`src/rtl/keyed_watchdog.sv`:
```
module keyed_watchdog #(
  parameter int CNT_W      = 8,
  parameter int KEY_W      = 7,
  parameter int PRESCALE_W = 17
) (
  input  logic             clk,
  input  logic             rst_n,
  input  logic             wr_en,
  input  logic [CNT_W-1:0] wr_count,
  input  logic             wr_cmd,
  input  logic [KEY_W-1:0] wr_key,
  output logic             nmi_req,
  output logic             chip_rst,
  output logic [CNT_W-1:0] stat_count,
  output logic             stat_running,
  output logic             stat_nmi_seen
);
  localparam logic [KEY_W-1:0] KEY_FLIP = '1;
  localparam logic [CNT_W-1:0] CNT_ONE  = CNT_W'(1);
  localparam logic [CNT_W-1:0] CNT_TWO  = CNT_W'(2);

  logic [PRESCALE_W-1:0] pre_q;
  logic [KEY_W-1:0]      key_q;
  logic [CNT_W-1:0]      cnt_q;
  logic                  run_q, nmi_q, rst_q, seen_q;

  wire tick   = &pre_q;
  wire accept = wr_en && !rst_q && (wr_key == (key_q ^ KEY_FLIP));
  wire dec    = tick && run_q && !rst_q && !accept;

  always_ff @(posedge clk) begin
    if (!rst_n) begin
      pre_q  <= '0;
      key_q  <= '0;
      cnt_q  <= '0;
      run_q  <= 1'b0;
      nmi_q  <= 1'b0;
      rst_q  <= 1'b0;
      seen_q <= 1'b0;
    end else begin
      pre_q <= pre_q + 1'b1;
      nmi_q <= 1'b0;
      if (accept) begin
        key_q <= wr_key;
        run_q <= wr_cmd;
        if (wr_cmd) cnt_q <= wr_count;
      end else if (dec) begin
        if (cnt_q == '0) begin
          rst_q <= 1'b1;
        end else begin
          cnt_q <= cnt_q - 1'b1;
          if (cnt_q == CNT_TWO) begin
            nmi_q  <= 1'b1;
            seen_q <= 1'b1;
          end
          if (cnt_q == CNT_ONE) rst_q <= 1'b1;
        end
      end
    end
  end

  assign nmi_req       = nmi_q;
  assign chip_rst      = rst_q;
  assign stat_count    = cnt_q;
  assign stat_running  = run_q;
  assign stat_nmi_seen = seen_q;
endmodule

```
`config.mk`:
```
export PLATFORM = sky130hd
export DESIGN_NAME = keyed_watchdog
export DESIGN_NICKNAME = d
export VERILOG_FILES = /design/src/rtl/keyed_watchdog.sv
export SDC_FILE = /design/constraint.sdc
export NUM_CORES = 1
export LEC_CHECK = 0
export ABC_AREA = 0
export BUFFER_PORTS_ARGS = -buffer_cell sky130_fd_sc_hd__buf_2
export CORE_UTILIZATION = 32
export CTS_CLUSTER_DIAMETER = 80
export DETAILED_ROUTE_END_ITERATION = 10
export PLACE_DENSITY_LB_ADDON = 0.2
export SLEW_MARGIN = 40
export SYNTH_ARGS = -nofsm -noshare
export SYNTH_HDL_FRONTEND = slang
export SYNTH_SLANG_ARGS = --single-unit
export TNS_END_PERCENT = 5
```
`constraint.sdc`:
```
create_clock -name clk -period 3.35 [get_ports clk]
set_clock_uncertainty 0.1 [all_clocks]
set_input_delay 0.335 -clock clk [delete_from_list [all_inputs] [get_ports clk]]
set_output_delay 0.335 -clock clk [all_outputs]
set_load 0.01 [all_outputs]
```
# Word-level counts from Yosys, hierarchy flattened
# Index checks and enable logic that the tools add are counted.
dict set report op_classes {
  n_addsub 2
  eq_ne 5
  mux 7
  n_bitwise 5
  reduce_logical 15
}
# op n
set op_table {}
lappend op_table {{$mux W8} 4}
lappend op_table {{$add A17 B1 Y17 const B} 1}
lappend op_table {{$reduce_and A17 Y1} 1}
lappend op_table {{$eq A8 B1 Y1 const B} 1}
lappend op_table {{$eq A8 B2 Y1 const B} 1}
lappend op_table {{$logic_not A8 Y1} 1}
lappend op_table {{$sub A8 B1 Y8 const B} 1}
lappend op_table {{$eq A7 B7 Y1} 1}
lappend op_table {{$not A7 Y7} 1}
lappend op_table {{$reduce_and A3 Y1} 2}
lappend op_table {{$logic_and A1 B1 Y1} 5}
lappend op_table {{$ne A2 B2 Y1 const B} 2}
lappend op_table {{$not A1 Y1} 4}
lappend op_table {{$reduce_and A4 Y1} 1}
lappend op_table {{$reduce_bool A2 Y1} 2}
lappend op_table {{$reduce_or A4 Y1} 1}
lappend op_table {{$mux W1} 3}
lappend op_table {{$logic_not A1 Y1} 2}
dict set report totals {
  register_bits 36
  inputBits 19
  output_inout_bits 12
  wordCells 41
}

# Depth between registers and ports, before layout
dict set report depth {
  ltp_word 7
  depth_mapped 9
  ltp_nobuf 9
}

# Least setup slack after synthesis
# Ideal clock, no wire load.
dict set report synth_timing {
  kind {flip-flop to flip-flop}
  start {register pre_q[5]}
  end {register cnt_q[4], in the netlist stat_count[4]}
  setup_time_ps 120
  t_arrival_ps 2130
  t_required_ps 3130
  setup_slack_ps 1001
  path_stages_with_launch 10
  path_buffers 0
  period_less_slack_ps 2349
  path_cell_list {dfxtp_1 > and3_1 > nand4_1 > nor3_1 > ha_1 > nand3b_1 > a31o_2 > a21o_1 > o211a_1 > o31a_1}
}
dict set report synth_via {
  elab_chain_cells 6
}
# item line_no
set synth_rtl {}
lappend synth_rtl {{start: declaration} 22} ;# logic [PRESCALE_W-1:0] pre_q;
lappend synth_rtl {{start signal: assignment} 41} ;# pre_q <= pre_q + 1'b1;
lappend synth_rtl {{$reduce_and A17 Y1} 27} ;# wire tick = &pre_q;
lappend synth_rtl {{$logic_and A1 B1 Y1 (3 in a row)} 29} ;# wire dec = tick && run_q && !rst_q && !accept;
lappend synth_rtl {{$reduce_bool A2 Y1 (no line)} n/a}
lappend synth_rtl {{$reduce_and A3 Y1 (no line)} n/a}
lappend synth_rtl {{end signal: assignment} 46} ;# if (wr_cmd) cnt_q <= wr_count;
lappend synth_rtl {{end signal: assignment} 51} ;# cnt_q <= cnt_q - 1'b1;
lappend synth_rtl {{end: declaration} 24} ;# logic [CNT_W-1:0] cnt_q;
# Every way passes these cells.
# A chain may end at the register's enable or synchronous reset.

# Worst setup path after layout
# Ends and elaborated chain as after synthesis.

==> run metrics <==
RSZ-0062 raised after global routing false; core area 5240 um^2; Leak 0.000868 uW; clk sink count 36; Area Growth Syn to Fin 19.5%; PortBufs 30; sequential share of the synthesized area 40.6%; Routability Congestion 0.803; hold_buf cts 0; Post-synth ARST share 0%; post-route ant nets 0; die width 76.5 um; Post-Place Worst Slack 0.726 ns; part of the cycle the worst path needs 77.9%; Min-Delay Path Class in -> reg; distinct cell type count after synthesis 46; Std-Cell Rows 26; clock root buffer clkbuf_8; Worst EP arrival 2.70 ns; crit path capture type register; # DRC 0; Slowest cell on crit path dfxtp_1; total negative slack 0 ns; initial detailed-routing violation count 48; CP cell instances and3_1 -> nand4_1 -> nor3_1 -> ha_1 -> nand3b_1 -> a31o_2 -> a21o_1 -> o211a_1 -> o31a_1; Fmax achieved 0.383 GHz; Reg-to-Reg Start pre_q[5]$_SDFF_PN0_; Setup WS post-layout 0.740 ns; 1st-pass router iterations 4; GRT Total Usage 13.7%; Die ar. 5850 um^2; initial antenna violation count 0; DP HPWL 2.60 mm; Final min period 2.61 ns; Cells after Synth 191; Relative slew margins 56.8%; Max Buffers Root-to-Sink 2; clock buffer count from CTS 5; cts repair resizes 0; Pins Over Slew Limit 0; diode count 0; worst skew pair latency 0.29 ns; Final Hold Viols 0; Hold Startpoint wr_key[5]; R2R cell count 9; storage element area 721 um^2; VDD IR-drop max 0.264 mV; Netlist Area Pre-Place 1770 um^2; CP Data Required Time 3.44 ns; Worst Hold End key_q[5]$_SDFFE_PN0P_; Fillers 569; H-tree depth 2; layout cells sized above 1 20.6%; Post-synth EDFFs 0; hold depth 3; Die Y 76.5 um; Synthesized Nets 216; startpoint types register; Setup CP Type reg -> reg; status completed; PwrDens 477 nW/um^2; I/O pin count 31; Avg Inst Size Synth 9.29 um^2; vias in the first global route 1407; clk slew on worst S/H paths 0.08 ns; largest net degree at the start of global routing 28; Worst-Margin Slew 0.642 ns; leading cell type in the layout, fill and taps excluded dfxtp_1; Initial Util 33.9%; first-pass GRT wire length 6.42 mm; worst reg2reg setup slack 0.74 ns; final WL 3.66 mm; leading cell types in the layout, fill and taps excluded 36 x dfxtp_1, 30 x buf_2, 24 x nor2_1; GRT overflow 0; Routed WL per cell 12.5 um; register bit count reported by yosys 36; nets 247; Top FF cell, synth dfxtp_1; Max Cap Viol 0; CTS tree yes; synth warn 0; maximum net fanout on the critical path 7; vias 1439; footprint of the multi-input gates 983 um^2; final setup violation count 0; R2R Path End stat_count[4]$_SDFFE_PN0P_; vias per cell 4.91; Setup Buffers After CTS 0; Slowest Stage Delay on Critical Path 0.38 ns
flip-flops by register name, summed over array words and instances, names as in the netlist:
signal	count
pre_q	17
nmi_req	1
stat_count	8
stat_running	1
key_q	7
chip_rst	1
stat_nmi_seen	1
per-stage QoR:
step	util [%]	std cells	hold slack, ns	total power, uW	instance area (um^2)
finish	40.5	293	0.206	1010	2120
detailed placement	37.3	285	0.352	483	1950
global placement	37.3	285	0.345	483	1950
floorplan	-	191	0.330	468	1770
global route	40.5	293	0.215	1040	2120
CTS	40.3	293	0.204	1020	2110
cell families (layout without fill, tap and decap cells):
group | count (synthesis) | count (layout) | share of synthesized area (%)
simple gates | 78 | 78 | 24.0
flops | 36 | 36 | 40.6
compound gates | 34 | 34 | 13.5
xor+xnor | 19 | 19 | 9.38
buf+inv | 11 | 43 | 4.30
mux | 7 | 7 | 3.95
fa+ha+maj | 6 | 6 | 4.23
Yosys cell counts, types with 2 or more instances:
| cell type | number | share of area (%) |
|---|---|---|
| and2_1 | 5 | 1.8 |
| inv_1 | 4 | 0.85 |
| dfxtp_1 | 36 | 41 |
| and3_1 | 4 | 1.4 |
| buf_6 | 2 | 1.3 |
| o211ai_1 | 4 | 1.7 |
| ha_1 | 6 | 4.2 |
| xnor2_1 | 9 | 4.4 |
| xor2_1 | 10 | 4.9 |
| a31oi_1 | 3 | 1.1 |
| mux2i_1 | 7 | 3.9 |
| nand2_1 | 10 | 2.1 |
| nor2_1 | 24 | 5.1 |
| clkbuf_1 | 2 | 0.42 |
| o21a_1 | 3 | 1.3 |
| or4_1 | 2 | 0.85 |
| nor4_1 | 3 | 1.1 |
| nand3_1 | 11 | 3.1 |
| a21oi_1 | 7 | 2.0 |
| o21ai_0 | 5 | 1.4 |
| nor3_1 | 5 | 1.4 |
| o211a_1 | 2 | 1.1 |
| nand4_1 | 2 | 0.71 |
| or3_1 | 3 | 1.1 |
final cells by class:
class / count / share of cell area, %
Multi-Input combinational cell: 144 / 46.4
Sequential cell: 36 / 34.0
Timing Repair Buffer: 30 / 7.08
Clock inverter: 3 / 4.25
Tap cell: 70 / 4.13
Clock buffer: 5 / 3.25
Inverter: 5 / 0.885
worst max path at each step:
stage,startpoint,end,slack [ns]
floorplan,pre_q[5]$_SDFF_PN0_,stat_count[4]$_SDFFE_PN0P_,1.00
global route,pre_q[5]$_SDFF_PN0_,stat_count[5]$_SDFFE_PN0P_,0.39
global placement,pre_q[5]$_SDFF_PN0_,stat_count[5]$_SDFFE_PN0P_,0.81
finish,pre_q[5]$_SDFF_PN0_,stat_count[4]$_SDFFE_PN0P_,0.74
detailed placement,pre_q[5]$_SDFF_PN0_,stat_count[5]$_SDFFE_PN0P_,0.73
CTS,pre_q[5]$_SDFF_PN0_,stat_count[5]$_SDFFE_PN0P_,0.73
per-layer routing:
metal / up-vias / part of all wire, % / global-route usage, %
met1: 664 / 48 / 16.3
met4: 0 / 1.4 / 5.19
met3: 8 / 3.4 / 3.59
met5: - / 0 / 0
met2: 22 / 47 / 23.3
li1: 745 / - / -
where the power goes:
part | internal, uW | total, uW | switching [uW]
clock network | 372 | 537 | 165
registers | 431 | 434 | 3.12
logic | 15.8 | 39.2 | 23.4
worst max-delay path, delay by kind of cell, from the launching register on:
family	cells	cell delay, ns
adders and majority gates	1	0.20
DFF	1	0.38
AOI/OAI and AO/OA	4	0.95
and+or+nand+nor	4	0.88
Note: power is estimated with default switching activity, not from simulation.
